[src/rtl/pred_issue.sv]
module pred_issue #(
  parameter int NREG = 8,
  parameter int DW   = 16,
  parameter int OPW  = 4,
  localparam int AW  = $clog2(NREG)
) (
  input  logic           clk,
  input  logic           rst_n,
  input  logic           in_valid,
  input  logic [OPW-1:0] in_op,
  input  logic [AW-1:0]  in_dst,
  input  logic [AW-1:0]  in_src_a,
  input  logic [AW-1:0]  in_src_b,
  input  logic [AW-1:0]  in_pred,
  input  logic           in_predicated,
  output logic [AW-1:0]  rd_addr_a,
  output logic [AW-1:0]  rd_addr_b,
  output logic [AW-1:0]  rd_addr_p,
  input  logic [DW-1:0]  rd_data_a,
  input  logic [DW-1:0]  rd_data_b,
  input  logic [DW-1:0]  rd_data_p,
  input  logic           wb_valid,
  input  logic [AW-1:0]  wb_dst,
  output logic           stall,
  output logic           iss_valid,
  output logic [OPW-1:0] iss_op,
  output logic [AW-1:0]  iss_dst,
  output logic [DW-1:0]  iss_a,
  output logic [DW-1:0]  iss_b,
  output logic           iss_wb_en,
  output logic           iss_mem_en
);

  logic [NREG-1:0] pending, pending_nxt;
  logic go, en;

  assign rd_addr_a = in_src_a;
  assign rd_addr_b = in_src_b;
  assign rd_addr_p = in_pred;

  assign stall = in_valid & in_predicated & pending[in_pred];
  assign go    = in_valid & ~stall;
  assign en    = ~in_predicated | (rd_data_p != '0);

  // clear first, then set: a new writer wins over a retiring one
  always_comb begin
    pending_nxt = pending;
    if (wb_valid)  pending_nxt[wb_dst] = 1'b0;
    if (go && en)  pending_nxt[in_dst] = 1'b1;
  end

  always_ff @(posedge clk) begin
    if (!rst_n) begin
      pending    <= '0;
      iss_valid  <= 1'b0;
      iss_wb_en  <= 1'b0;
      iss_mem_en <= 1'b0;
      iss_op     <= '0;
      iss_dst    <= '0;
      iss_a      <= '0;
      iss_b      <= '0;
    end else begin
      pending    <= pending_nxt;
      iss_valid  <= go;
      iss_wb_en  <= go & en;
      iss_mem_en <= go & en & in_op[OPW-1];
      if (go) begin
        iss_op  <= in_op;
        iss_dst <= in_dst;
        iss_a   <= rd_data_a;
        iss_b   <= rd_data_b;
      end
    end
  end

  p_squash_r3: assert property (@(posedge clk) disable iff (!rst_n)
    (in_valid && !stall && in_predicated && rd_data_p == '0)
      |=> (iss_valid && !iss_wb_en && !iss_mem_en));

  p_nonpred_go_r5: assert property (@(posedge clk) disable iff (!rst_n)
    (in_valid && !in_predicated) |-> !stall);

  p_stall_bubble_r6: assert property (@(posedge clk) disable iff (!rst_n)
    stall |=> !iss_valid);

  p_pend_set_r10: assert property (@(posedge clk) disable iff (!rst_n)
    (go && en) |=> pending[$past(in_dst)]);

  p_mem_needs_wb_r4: assert property (@(posedge clk) disable iff (!rst_n)
    iss_mem_en |-> (iss_wb_en && iss_valid));

endmodule

[config.mk]
export PLATFORM = sky130hd
export DESIGN_NAME = pred_issue
export DESIGN_NICKNAME = d
export VERILOG_FILES = /design/src/rtl/pred_issue.sv
export SDC_FILE = /design/constraint.sdc
export NUM_CORES = 1
export LEC_CHECK = 0
export ABC_AREA = 1
export BUFFER_PORTS_ARGS = -buffer_cell sky130_fd_sc_hd__clkbuf_2
export CORE_UTILIZATION = 39
export CTS_BUF_LIST = sky130_fd_sc_hd__clkbuf_4 sky130_fd_sc_hd__clkbuf_8 sky130_fd_sc_hd__clkbuf_16
export CTS_CLUSTER_SIZE = 10
export DETAILED_ROUTE_END_ITERATION = 8
export PLACE_DENSITY = 0.71
export RECOVER_POWER = 50
export SYNTH_ARGS = -nofsm -noshare
export SYNTH_HDL_FRONTEND = slang
export SYNTH_SLANG_ARGS = --single-unit
[constraint.sdc]
create_clock -name clk -period 1.39 [get_ports clk]
set_input_delay 0.0695 -clock clk [delete_from_list [all_inputs] [get_ports clk]]
set_output_delay 0.0695 -clock clk [all_outputs]
set_load 0.01 [all_outputs]
## Word level (Yosys, flattened, before mapping)

Cells that the tools add are included.
Widths: inputs -> output; s select.

- Magnitude comparators: 5
- Shift operators: 0
- Add/sub/neg operators: 0
- Div/mod/pow operators: 0
- Multiply operators: 0
- Muxes and demuxes: 8
- Bitwise operators: 11
- Equality and inequality tests: 0
- Reductions and logical operators: 4

Operator list:

| operator | count |
|---|---|
| $mux 8 | 2 |
| $reduce_bool 16->1 | 1 |
| $lt 3x4->1 const B | 3 |
| $and 8x8->8 | 1 |
| $not 8->8 | 1 |
| $or 8x8->8 | 1 |
| $demux 1 s3 | 2 |
| $ge 3x1->1 const B | 2 |
| $and 1x1->1 | 5 |
| $bmux 1 s3 | 1 |
| $logic_and 1x1->1 | 3 |
| $mux 1 | 3 |
| $not 1->1 | 2 |
| $or 1x1->1 | 1 |

- Register bits after elaboration: 50
- Word-level logic and storage cells: 36
- Output and inout bits: 52
- Memory bits (read-only): 0
- Memories: 0
- Latch bits: 0
- Input port bits: 72
- RAM bits: 0

## Logic depth before layout (Yosys ltp)

Gate-level depths: netlist (run 1).

- Depth after elaboration: 9
- Gate-level depth with buffers: 12

## Worst setup path before layout (run 1)

Ideal clock, no wire load.

- Path kind: reg-to-reg
- From: reg pending[5]
- To: reg iss_op[2]
- Data arrival time: 1.183 ns
- Setup slack: 0.093 ns
- Required time: 1.276 ns
- Period minus slack after synthesis: 1.297 ns
- Library setup time: 0.114 ns
- Cell stages (with the launch flop): 12
- Cell sequence: dfxtp_1 > nand2_1 > nand3_1 > nand3_1 > nand2_1 > nand2_4 > nand2_4 > inv_4 > buf_8 > buf_12 > nor2_1 > nor2_2

- Word-level cells in the longest chain between the ends: 5

Ends and longest elaborated chain:

| what | RTL line | text |
|---|---|---|
| from (decl) | 34 | `logic [NREG-1:0] pending, pending_nxt;` |
| from (signal assigned) | 63 | `pending <= pending_nxt;` |
| $bmux 1 s3 | 41 | `assign stall = in_valid & in_predicated & pending[in_pred];` |
| $mux 1 (implied by the code) | 41 |  |
| $and 1x1->1 | 41 |  |
| $not 1->1 | 42 | `assign go = in_valid & ~stall;` |
| $and 1x1->1 | 42 |  |
| to (signal assigned) | 68 | `iss_op <= in_op;` |
| to (decl) | 26 | `output logic [OPW-1:0] iss_op,` |

No other way between the ends. The select of a mux whose other input is x is not followed.
A chain may end at the register's enable or synchronous reset.

## Worst setup path in the final report (run 1)

- From: reg pending[3]
- To: reg iss_a[14]

- Word-level cells in the longest chain between the ends: 5

Ends and longest elaborated chain:

| what | RTL line | text |
|---|---|---|
| $bmux 1 s3 | 41 |  |
| $mux 1 (implied by the code) | 41 |  |
| $and 1x1->1 | 41 |  |
| $not 1->1 | 42 |  |
| $and 1x1->1 | 42 |  |
| to (signal assigned) | 70 | `iss_a <= rd_data_a;` |
| to (decl) | 28 | `output logic [DW-1:0] iss_a,` |

No other way between the ends. The select of a mux whose other input is x is not followed.

==> metrics, run 1 <==
outcome=completed; DRC viols=0; Post-Place Worst Slack=43.4 ps; CP Cell Sequence=nand2_2 > nand3_1 > nand3b_1 > nand2_2 > nand2_4 > nand2_8 > clkinv_8 > clkbuf_16 > nor2_1 > nor2_1; Met2 Routed Length=2.47 mm; CTS Sinks=50; GRT Util Overall=0.189; WS Path Type=flip-flop to flip-flop; Max Cap Violations=0; Routed WL=5.53 mm; largest net degree at the start of global routing=19; Max VDD drop=622 uV; core box area=5240 sq um; setup TNS=0 ps; CP Launch Type=flip-flop; Initial Util=0.418; clk root buf=clkbuf_8; first-pass GRT wire length=9.10 mm; crit end category=flip-flop; Pwr Total=3.24 mW; crit-path max FO=9; layout cell share with drive strength beyond 1=0.438; gpl congestion=0.903; worst reg-to-reg path cell count=10; port bufs=111; hold path startpoint=rd_data_a[6]; Num CTS Buffers=5; Avg WL per Cell=11.7 microns; final global-route overflow total=0; P&R area growth vs syn=39.8%; Critical Path AT=1560 ps; Clock Latency Late Sink=290 ps; switching part of the total=0.261; Post-Synthesis Cells=295; Final period util=0.979; Achievable Freq=735 MHz; synthesis-stage register bit count=50; Die X=76.9 microns; Clock Power Share=0.314; Slew Viols, Final=0; Clock Skew=3.84 ps; DRT iter0 DRCs=59; power density cells=1060 nW/um^2; drt via density=4.75; initial antenna violation count=0; routed via count=2250; P_int=2.39 mW; Final #Nets=476; Worst Hold Class=input pin to flip-flop; DIE AREA=5910 sq um; CP max stage cell=dfxtp_2; clock buffer depth=2; Routed Antenna Nets=0; Finish-stage setup viols=0; vias in the first global route=2098; # rows=26; worst setup path start=pending[3]; crit path time final=1360 ps; hold path cells=3; mapped cell area=2190 sq um; syn nets=367; Post-Route M1 WL=2.52 mm; post-synth cell types=26; sequential cell area fraction in the yosys report=0.458; Sequential Power Share=0.493; diode count=0; switching power=845 uW; detailed placement HPWL=4.09 mm; DRT Pass-1 Iters=4; CTS Hold Bufs=0; wire length on met3=428 microns; Fin. Hold Viols=0; Comb pwr share=0.192; RSZ-0062 raised after global routing=true; worst r2r src=pending[3]; I/O pin count=124; Avg Inst Size Synth=7.41 sq um; Worst-path clk slew=80 ps; Worst Path Required=1590 ps; CTS tree=built; slowest cell delay on critical path=330 ps; Slew @ Worst Pin=304 ps; Rel. slew slack=0.795; Syn. warnings=0; htree depth=2; Static Leak=1.53 nW; top layer used by detailed routing=met4; final setup margin=28.6 ps; height of the die=76.9 microns
[metrics by stage]
stage,hold slack [ps],util,cell area [sq um],instances
after global placement,139,0.524,2750,463
after detailed placement,139,0.524,2750,463
final,6.28,0.584,3060,474
after global routing,9.36,0.584,3060,474
after floorplan,193,-,2190,295
after CTS,1.22,0.546,2860,470
[power groups by stage]
stage | clock [mW] | sequential, mW | combinational [mW]
4_1_cts | 1.05 | 1.58 | 0.550
3_5_place_dp | 0 | 1.62 | 0.548
5_1_grt | 1.11 | 1.61 | 0.696
6_report | 1.02 | 1.60 | 0.623
2_1_floorplan | 0 | 1.66 | 0.281
3_3_place_gp | 0 | 1.62 | 0.541
[state kept, by name, indices dropped and copies added, names as in the netlist]
register and cells:
iss_a 16, iss_dst 3, iss_valid 1, iss_op 4
pending 8, iss_mem_en 1, iss_b 16, iss_wb_en 1
[cells by family (layout without fill, tap and decap cells)]
| kind of cell | Yosys count | count (layout) | synth area share |
|---|---|---|---|
| buffers and inverters | 46 | 155 | 0.117 |
| and+or+nand+nor | 140 | 140 | 0.281 |
| DFF | 50 | 50 | 0.458 |
| AOI/OAI and AO/OA | 59 | 59 | 0.144 |
[worst paths after layout]
kind	end	slack (ps)
worst max-delay path	iss_a[14]	30
worst min-delay path	iss_a[6]	6
worst max register to register	iss_a[14]	30
worst min register to register	iss_dst[0]	470
[layout make-up]
type	count	area, sq um
well taps	70	87.6
clock inverters	1	30.0
repair buffers	124	708
clock buffers	6	82.6
fillers	538	2180
inverters	24	103
multi-input cells	199	1040
flip-flops and latches	50	1010
[critical path: cells and delay by family, from the launching register on]
kind,cells,cell delay (ps)
simple gates,8,670
flops,1,330
buf+inv,2,260
[routing by layer]
layer | up-vias | global-route usage
met1 | 976 | 0.231
met5 | - | 0
met3 | 11 | 0.0583
li1 | 1164 | -
met4 | 0 | 0.0750
met2 | 99 | 0.309
[Yosys cell counts]
cell	count	area share
buf_12	1	0.0092
o21ai_0	36	0.082
buf_2	3	0.0069
nand2_1	23	0.039
nand3_1	13	0.030
clkbuf_1	5	0.0086
inv_1	22	0.038
nor2_2	10	0.029
nand2_2	1	0.0029
buf_6	2	0.010
a21oi_1	5	0.011
dfxtp_1	50	0.46
nand2_4	2	0.010
inv_4	1	0.0029
nor2_1	80	0.14
o21bai_1	1	0.0034
o31ai_1	4	0.014
clkbuf_2	1	0.0023
inv_2	1	0.0017
nand3b_1	1	0.0034
o21ai_1	10	0.023
buf_8	1	0.0069
buf_4	9	0.031
nand4_1	9	0.026
nor3b_1	1	0.0034
o211ai_1	3	0.010
[cells in the final DEF, fill, tap and decap left out, types with 3 or more instances in the layout]
cell type  instances
clkbuf_2         108
nor2_1            64
dfxtp_1           42
o21ai_1           29
inv_1             22
nor2_2            21
nand2_1           20
o21ai_0           13
nand3_1           11
nand4_1            9
dfxtp_2            8
clkbuf_8           6
buf_4              6
a21oi_1            5
nor2_4             5
nand2_2            4
o31ai_1            4
o21ai_2            4
buf_6              4
o211ai_1           3
[what timing repair did]
action | in CTS | in global routing
gates resized for setup | 0 | 70
buffers inserted | 0 | 3
endpoints found under the setup margin | 0 | 41
Power figures use the tool's default switching activity.
==> run 2, diff against run 1 <==
--- a/config.mk
+++ b/config.mk
@@ -11,7 +11,7 @@
 export CTS_BUF_LIST = sky130_fd_sc_hd__clkbuf_4 sky130_fd_sc_hd__clkbuf_8 sky130_fd_sc_hd__clkbuf_16
 export CTS_CLUSTER_SIZE = 10
 export DETAILED_ROUTE_END_ITERATION = 8
-export PLACE_DENSITY = 0.71
+export PLACE_DENSITY = 0.76
 export RECOVER_POWER = 50
 export SYNTH_ARGS = -nofsm -noshare
 export SYNTH_HDL_FRONTEND = slang
==> run 2 against run 1 <==
Net effect:
- sequential share of layout area increased by 2.2 points
- critical path depth is 1 lower
- non-clock buffer count is 5 lower
- largest cell class is now flip-flops and latches
- largest power group unchanged
- fmax up 3.6%
- power is 6.9% lower
- die area unchanged
==> metrics, run 2 (same netlist as run 1, synthesis figures left out) <==
Routed WL=5.20 mm (-6.0%); DRT Pass-1 Iters=5 (+1); Rel. slew slack=0.746 (-0.0492); R2R Path End=iss_b[1]; slowest cell delay on critical path=330 ps (about the same); worst r2r src=pending[3]; Clock Skew=7.23 ps (+3.38 ps); diode count=0 (unchanged); clock buffer depth=2 (unchanged); CP Launch Type=flip-flop; Max VDD drop=494 uV (-21%); # rows=26 (unchanged); Die X=76.9 microns (unchanged); detailed placement HPWL=3.94 mm (-3.8%); Clock Latency Late Sink=290 ps (about the same); leading cell type in the layout, fill and taps excluded=clkbuf_2; Levels on crit path=9 (-1); crit-path max FO=28 (+19); Avg WL per Cell=11.1 microns (-5.2%); P&R area growth vs syn=30.5%; WS Path Type=flip-flop to flip-flop; CTS Sinks=50 (unchanged); CTS Hold Bufs=0 (unchanged); layout cell share with drive strength beyond 1=0.308 (-0.131); Routed Antenna Nets=0 (unchanged); Final period util=0.945 (-0.0340); worst setup path end=iss_b[1]; I/O pin count=124 (unchanged); Worst Path Buf+Inv=1 (-1); RSZ-0062 raised after global routing=true; height of the die=76.9 microns (unchanged); vias in the first global route=1976 (-5.8%); commonest non-fill, non-tap cells in the layout=clkbuf_2, nor2_1, dfxtp_1; initial antenna violation count=0 (unchanged); gpl congestion=0.838 (-7.2%); Worst R2R Setup Slack=80 ps (+50 ps); final global-route overflow total=0 (unchanged); CP delay by family, top=simple AND/OR/NAND/NOR gates; port bufs=111 (unchanged); DRT iter0 DRCs=58 (-1.7%); Worst-path clk slew=90 ps (about the same); Top Registers=iss_a (16), iss_b (16), pending (8); CP max stage cell=dfxtp_2; Post-Place Cell Area=2740 sq um (about the same); Achievable Freq=761 MHz (+3.6%); DRC viols=0 (unchanged); Slew Viols, Final=0 (unchanged); Final Cell Area=2850 sq um (-6.7%); Fin. Hold Viols=0 (unchanged); GRT Util Overall=0.181 (-0.00830); clk root buf=clkbuf_8; htree depth=2 (unchanged); Slew @ Worst Pin=381 ps (+77.0 ps); Static Leak=1.38 nW (-9.6%); worst reg-to-reg path cell count=9 (-1); Num CTS Buffers=5 (unchanged); drt via density=4.63 (-2.4%); largest net degree at the start of global routing=42 (+23); CTS tree=built; worst setup path start=pending[3]; Worst path most repeated cell=nand2_4; first-pass GRT wire length=8.76 mm (-3.8%); power density cells=1060 nW/um^2 (-0.20%); routed via count=2178 (-3.2%); Worst Path Required=1570 ps (-20 ps); crit end category=flip-flop; Finish-stage setup viols=0 (unchanged); Final #Nets=471 (-1.1%); Pwr Total=3.02 mW (-6.9%); Initial Util=0.418 (unchanged); core box area=5240 sq um (unchanged); outcome=completed; crit path time final=1310 ps (-47.2 ps); Worst Hold Class=input pin to flip-flop; Critical Path AT=1500 ps (-60 ps); DIE AREA=5910 sq um (unchanged); CP Cell Sequence=nand2_1 > nand3_1 > nand3b_1 > nand2_2 > nand2_4 > nand2_4 > buf_12 > o21ai_0 > nor2_1; Max Cap Violations=0 (unchanged)
==> run 2: cell type report <==
type                            count  area [sq um]
Multi-Input combinational cell    199           947
Fill cell                         514          2380
Clock buffer                        7          90.1
Sequential cell                    50          1010
Clock inverter                      1          5.00
Timing Repair Buffer              119           619
Inverter                           24          97.6
Tap cell                           70          87.6
==> run 2: report_power, final <==
part	leakage, nW	switching [mW]	internal [mW]
Combinational	0.916	0.315	0.239
Clock	0.0517	0.453	0.422
Sequential	0.416	0.0532	1.53
Total	1.38	0.822	2.19
==> run 2: worst reg2reg max path: cells and delay by family, from the launching register on <==
| kind | cells | cell delay (ps) |
|---|---|---|
| AO/OA/AOI/OAI | 1 | 150 |
| buffers and inverters | 1 | 170 |
| flip-flops | 1 | 330 |
| AND/OR/NAND/NOR | 7 | 560 |
==> run 2: per-stage QoR <==
step | setup TNS [ps] | std cells | util | hold WS (ps) | worst slack, ps
after floorplan | 0 | 295 | - | 193 | 93.2
after global placement | 0 | 461 | 0.524 | 139 | 34.6
after detailed placement | -4.20 | 461 | 0.524 | 139 | -4.20
after CTS | 0 | 469 | 0.543 | 2.83 | 25.3
after global routing | -220 | 470 | 0.545 | 10.6 | -51.6
final | 0 | 470 | 0.545 | 6.87 | 75.8
==> run 2: worst min-delay path by stage <==
| stage | from | cells past startpoint | slack (ps) | endpoint |
|---|---|---|---|---|
| final | rd_data_a[6] | 3 | 7 | iss_a[6] |
| after global routing | rd_data_a[6] | 3 | 10 | iss_a[6] |
| after CTS | rd_data_a[10] | 3 | 3 | iss_a[10] |
| after detailed placement | in_src_b[0] | 0 | 140 | rd_addr_b[0] |
| after global placement | in_src_b[0] | 0 | 140 | rd_addr_b[0] |
| after floorplan | rst_n | 2 | 190 | iss_valid |
==> run 2: layer usage <==
metal  up-vias  part of all wire  global-route usage
met1       938              0.46               0.227
met2        87              0.46               0.303
met5         -                 0                   0
met3         6             0.073              0.0452
li1       1147                 -                   -
met4         0            0.0092              0.0558
==> run 2: what timing repair did <==
| item | 4_1_cts | 5_1_grt |
|---|---|---|
| gates cloned | 0 | 0 |
| gates resized for setup | 2 | 38 |
| buffers inserted | 0 | 1 |
| pin swaps | 0 | 0 |
| setup endpoints to repair | 12 | 46 |
==> run 3, diff against run 2 <==
--- a/config.mk
+++ b/config.mk
@@ -11,7 +11,7 @@
 export CTS_BUF_LIST = sky130_fd_sc_hd__clkbuf_4 sky130_fd_sc_hd__clkbuf_8 sky130_fd_sc_hd__clkbuf_16
 export CTS_CLUSTER_SIZE = 10
 export DETAILED_ROUTE_END_ITERATION = 8
-export PLACE_DENSITY = 0.76
+export PLACE_DENSITY = 0.75
 export RECOVER_POWER = 50
 export SYNTH_ARGS = -nofsm -noshare
 export SYNTH_HDL_FRONTEND = slang
==> run 3 against run 2 <==
Net effect:
- clock skew fell by 3.1 ps
- worst setup slack got worse by 14 ps
- register-to-register slack barely moved
- die area did not move
- first-iteration DRC count fell by 22%
- power rose by 5.4%
- critical path type unchanged
==> metrics, run 3 (same netlist as run 1, synthesis figures left out) <==
Die X=76.9 microns (unchanged); GRT Util Overall=0.182 (+0.00108); Achievable Freq=753 MHz (-1.0%); Final Core Density=0.560 (+0.0153); Worst Hold Endpoint=iss_a[7]; first-pass GRT wire length=8.74 mm (-0.24%); crit path time final=1330 ps (+13.7 ps); detailed placement HPWL=3.94 mm (+0.13%); CP delay by family, top=simple AND/OR/NAND/NOR gates; Worst Path Required=1580 ps (about the same); Worst Path Buf+Inv=2 (+1); commonest non-fill, non-tap cells in the layout=clkbuf_2, nor2_1, dfxtp_1; Critical Path AT=1520 ps (+20 ps); Final period util=0.955 (+0.00985); Routed WL=5.23 mm (+0.71%); outcome=completed; crit-path max FO=14 (-50%); Rel. slew slack=0.743 (-0.00345); DRC viols=0 (unchanged); Worst-path clk slew=80 ps (about the same); CTS Sinks=50 (unchanged); Avg WL per Cell=11.1 microns (+0.29%); core box area=5240 sq um (unchanged); Clock Latency Late Sink=290 ps (about the same); DP Cell Count=461 (unchanged); Finish-stage setup viols=0 (unchanged); largest net degree at the start of global routing=43 (+2.4%); height of the die=76.9 microns (unchanged); layout cell share with drive strength beyond 1=0.398 (+0.0905); WS Path Type=flip-flop to flip-flop; # rows=26 (unchanged); clk root buf=clkbuf_8; Num CTS Buffers=5 (unchanged); power density cells=1080 nW/um^2 (+2.5%); Fin. Hold Viols=0 (unchanged); final global-route overflow total=0 (unchanged); Top Registers=iss_a (16), iss_b (16), pending (8); Non-Filler Instances=472 (+0.43%); clock buffer depth=2 (unchanged); Static Leak=1.49 nW (+7.9%); hold path cells=3 (unchanged); Slew @ Worst Pin=386 ps (+5.18 ps); Clock Skew=4.10 ps (-3.13 ps); Worst R2R Setup Slack=60 ps (about the same); CTS tree=built; slowest cell delay on critical path=330 ps (about the same); diode count=0 (unchanged); port bufs=111 (unchanged); P&R area growth vs syn=34.2%; leading cell type in the layout, fill and taps excluded=clkbuf_2; CP Launch Type=flip-flop; routed via count=2207 (+1.3%); Worst Hold Class=input pin to flip-flop; Final #Nets=473 (+0.42%); Max VDD drop=505 uV (+2.2%); DRT Pass-1 Iters=4 (-1); fillers=506 (-1.6%); Levels on crit path=10 (+1); drt via density=4.68 (+0.90%); gpl congestion=0.819 (-2.2%); vias in the first global route=2035 (+3.0%); CP max stage cell=dfxtp_1; CTS Hold Bufs=0 (unchanged); Initial Util=0.418 (unchanged); hold path startpoint=rd_data_a[7]; R2R Path End=iss_op[2]; CP Cell Sequence=nand2_1 > nand3_1 > nand3b_1 > nand2_2 > nand2_4 > nand2_4 > inv_4 > clkbuf_16 > nor2_2 > nor2_2; DIE AREA=5910 sq um (unchanged); I/O pin count=124 (unchanged); worst reg-to-reg path cell count=10 (+1); htree depth=2 (unchanged); crit end category=flip-flop; initial antenna violation count=0 (unchanged); hold_ws=8.00 ps (+1.14 ps); RSZ-0062 raised after global routing=true; Max Cap Violations=0 (unchanged); Slew Viols, Final=0 (unchanged); DRT iter0 DRCs=45 (-22%); Routed Antenna Nets=0 (unchanged); worst r2r src=pending[1]
==> run 3: layout make-up <==
cell class | count | area, sq um | area share
Multi-Input combinational cell | 199 | 963 | 0.328
Inverter | 24 | 92.6 | 0.0316
Clock buffer | 7 | 83.8 | 0.0286
Sequential cell | 50 | 1010 | 0.343
Tap cell | 70 | 87.6 | 0.0299
Timing Repair Buffer | 121 | 671 | 0.229
Clock inverter | 1 | 30.0 | 0.0102
==> run 3: worst min-delay path, stage by stage <==
cell,delay [ps]
clkbuf_2,70
o21ai_1,50
nor2_1,70
==> run 3: report_power, final <==
part	leakage [nW]	internal [mW]	switching, mW	total (mW)
clock	0.0593	0.578	0.437	1.02
sequential	0.416	1.53	0.0572	1.59
combinational	1.02	0.259	0.316	0.575
==> run 3: how the worst max path moves through the flow <==
stage	slack (ps)	from	end
2_1_floorplan	90	pending[5]	iss_op[2]
3_3_place_gp	80	pending[5]	iss_b[8]
3_5_place_dp	40	pending[5]	iss_b[3]
4_1_cts	20	pending[0]	iss_a[9]
5_1_grt	-30	pending[2]	iss_op[2]
6_report	60	pending[1]	iss_op[2]
==> run 3: metal layers <==
metal	vias up	wire length, microns	track usage
met5	-	0	0
met4	0	57	0.0596
met3	4	382	0.0440
met2	92	2530	0.322
met1	949	2270	0.213
li1	1162	-	-
==> run 3: timing repair <==
action | CTS | global route
endpoints found under the setup margin | 0 | 41
gates resized for setup | 0 | 40
setup buffers | 0 | 2
==> run 3: through the flow <==
stage	setup WS [ps]	instance area, sq um	power, mW	setup TNS [ps]
floorplan	93.2	2190	1.94	0
global placement	78.5	2730	2.15	0
detailed placement	38.2	2730	2.16	0
CTS	18.3	2850	3.19	0
global route	-27.8	2930	3.37	-186
finish	62.1	2930	3.18	0
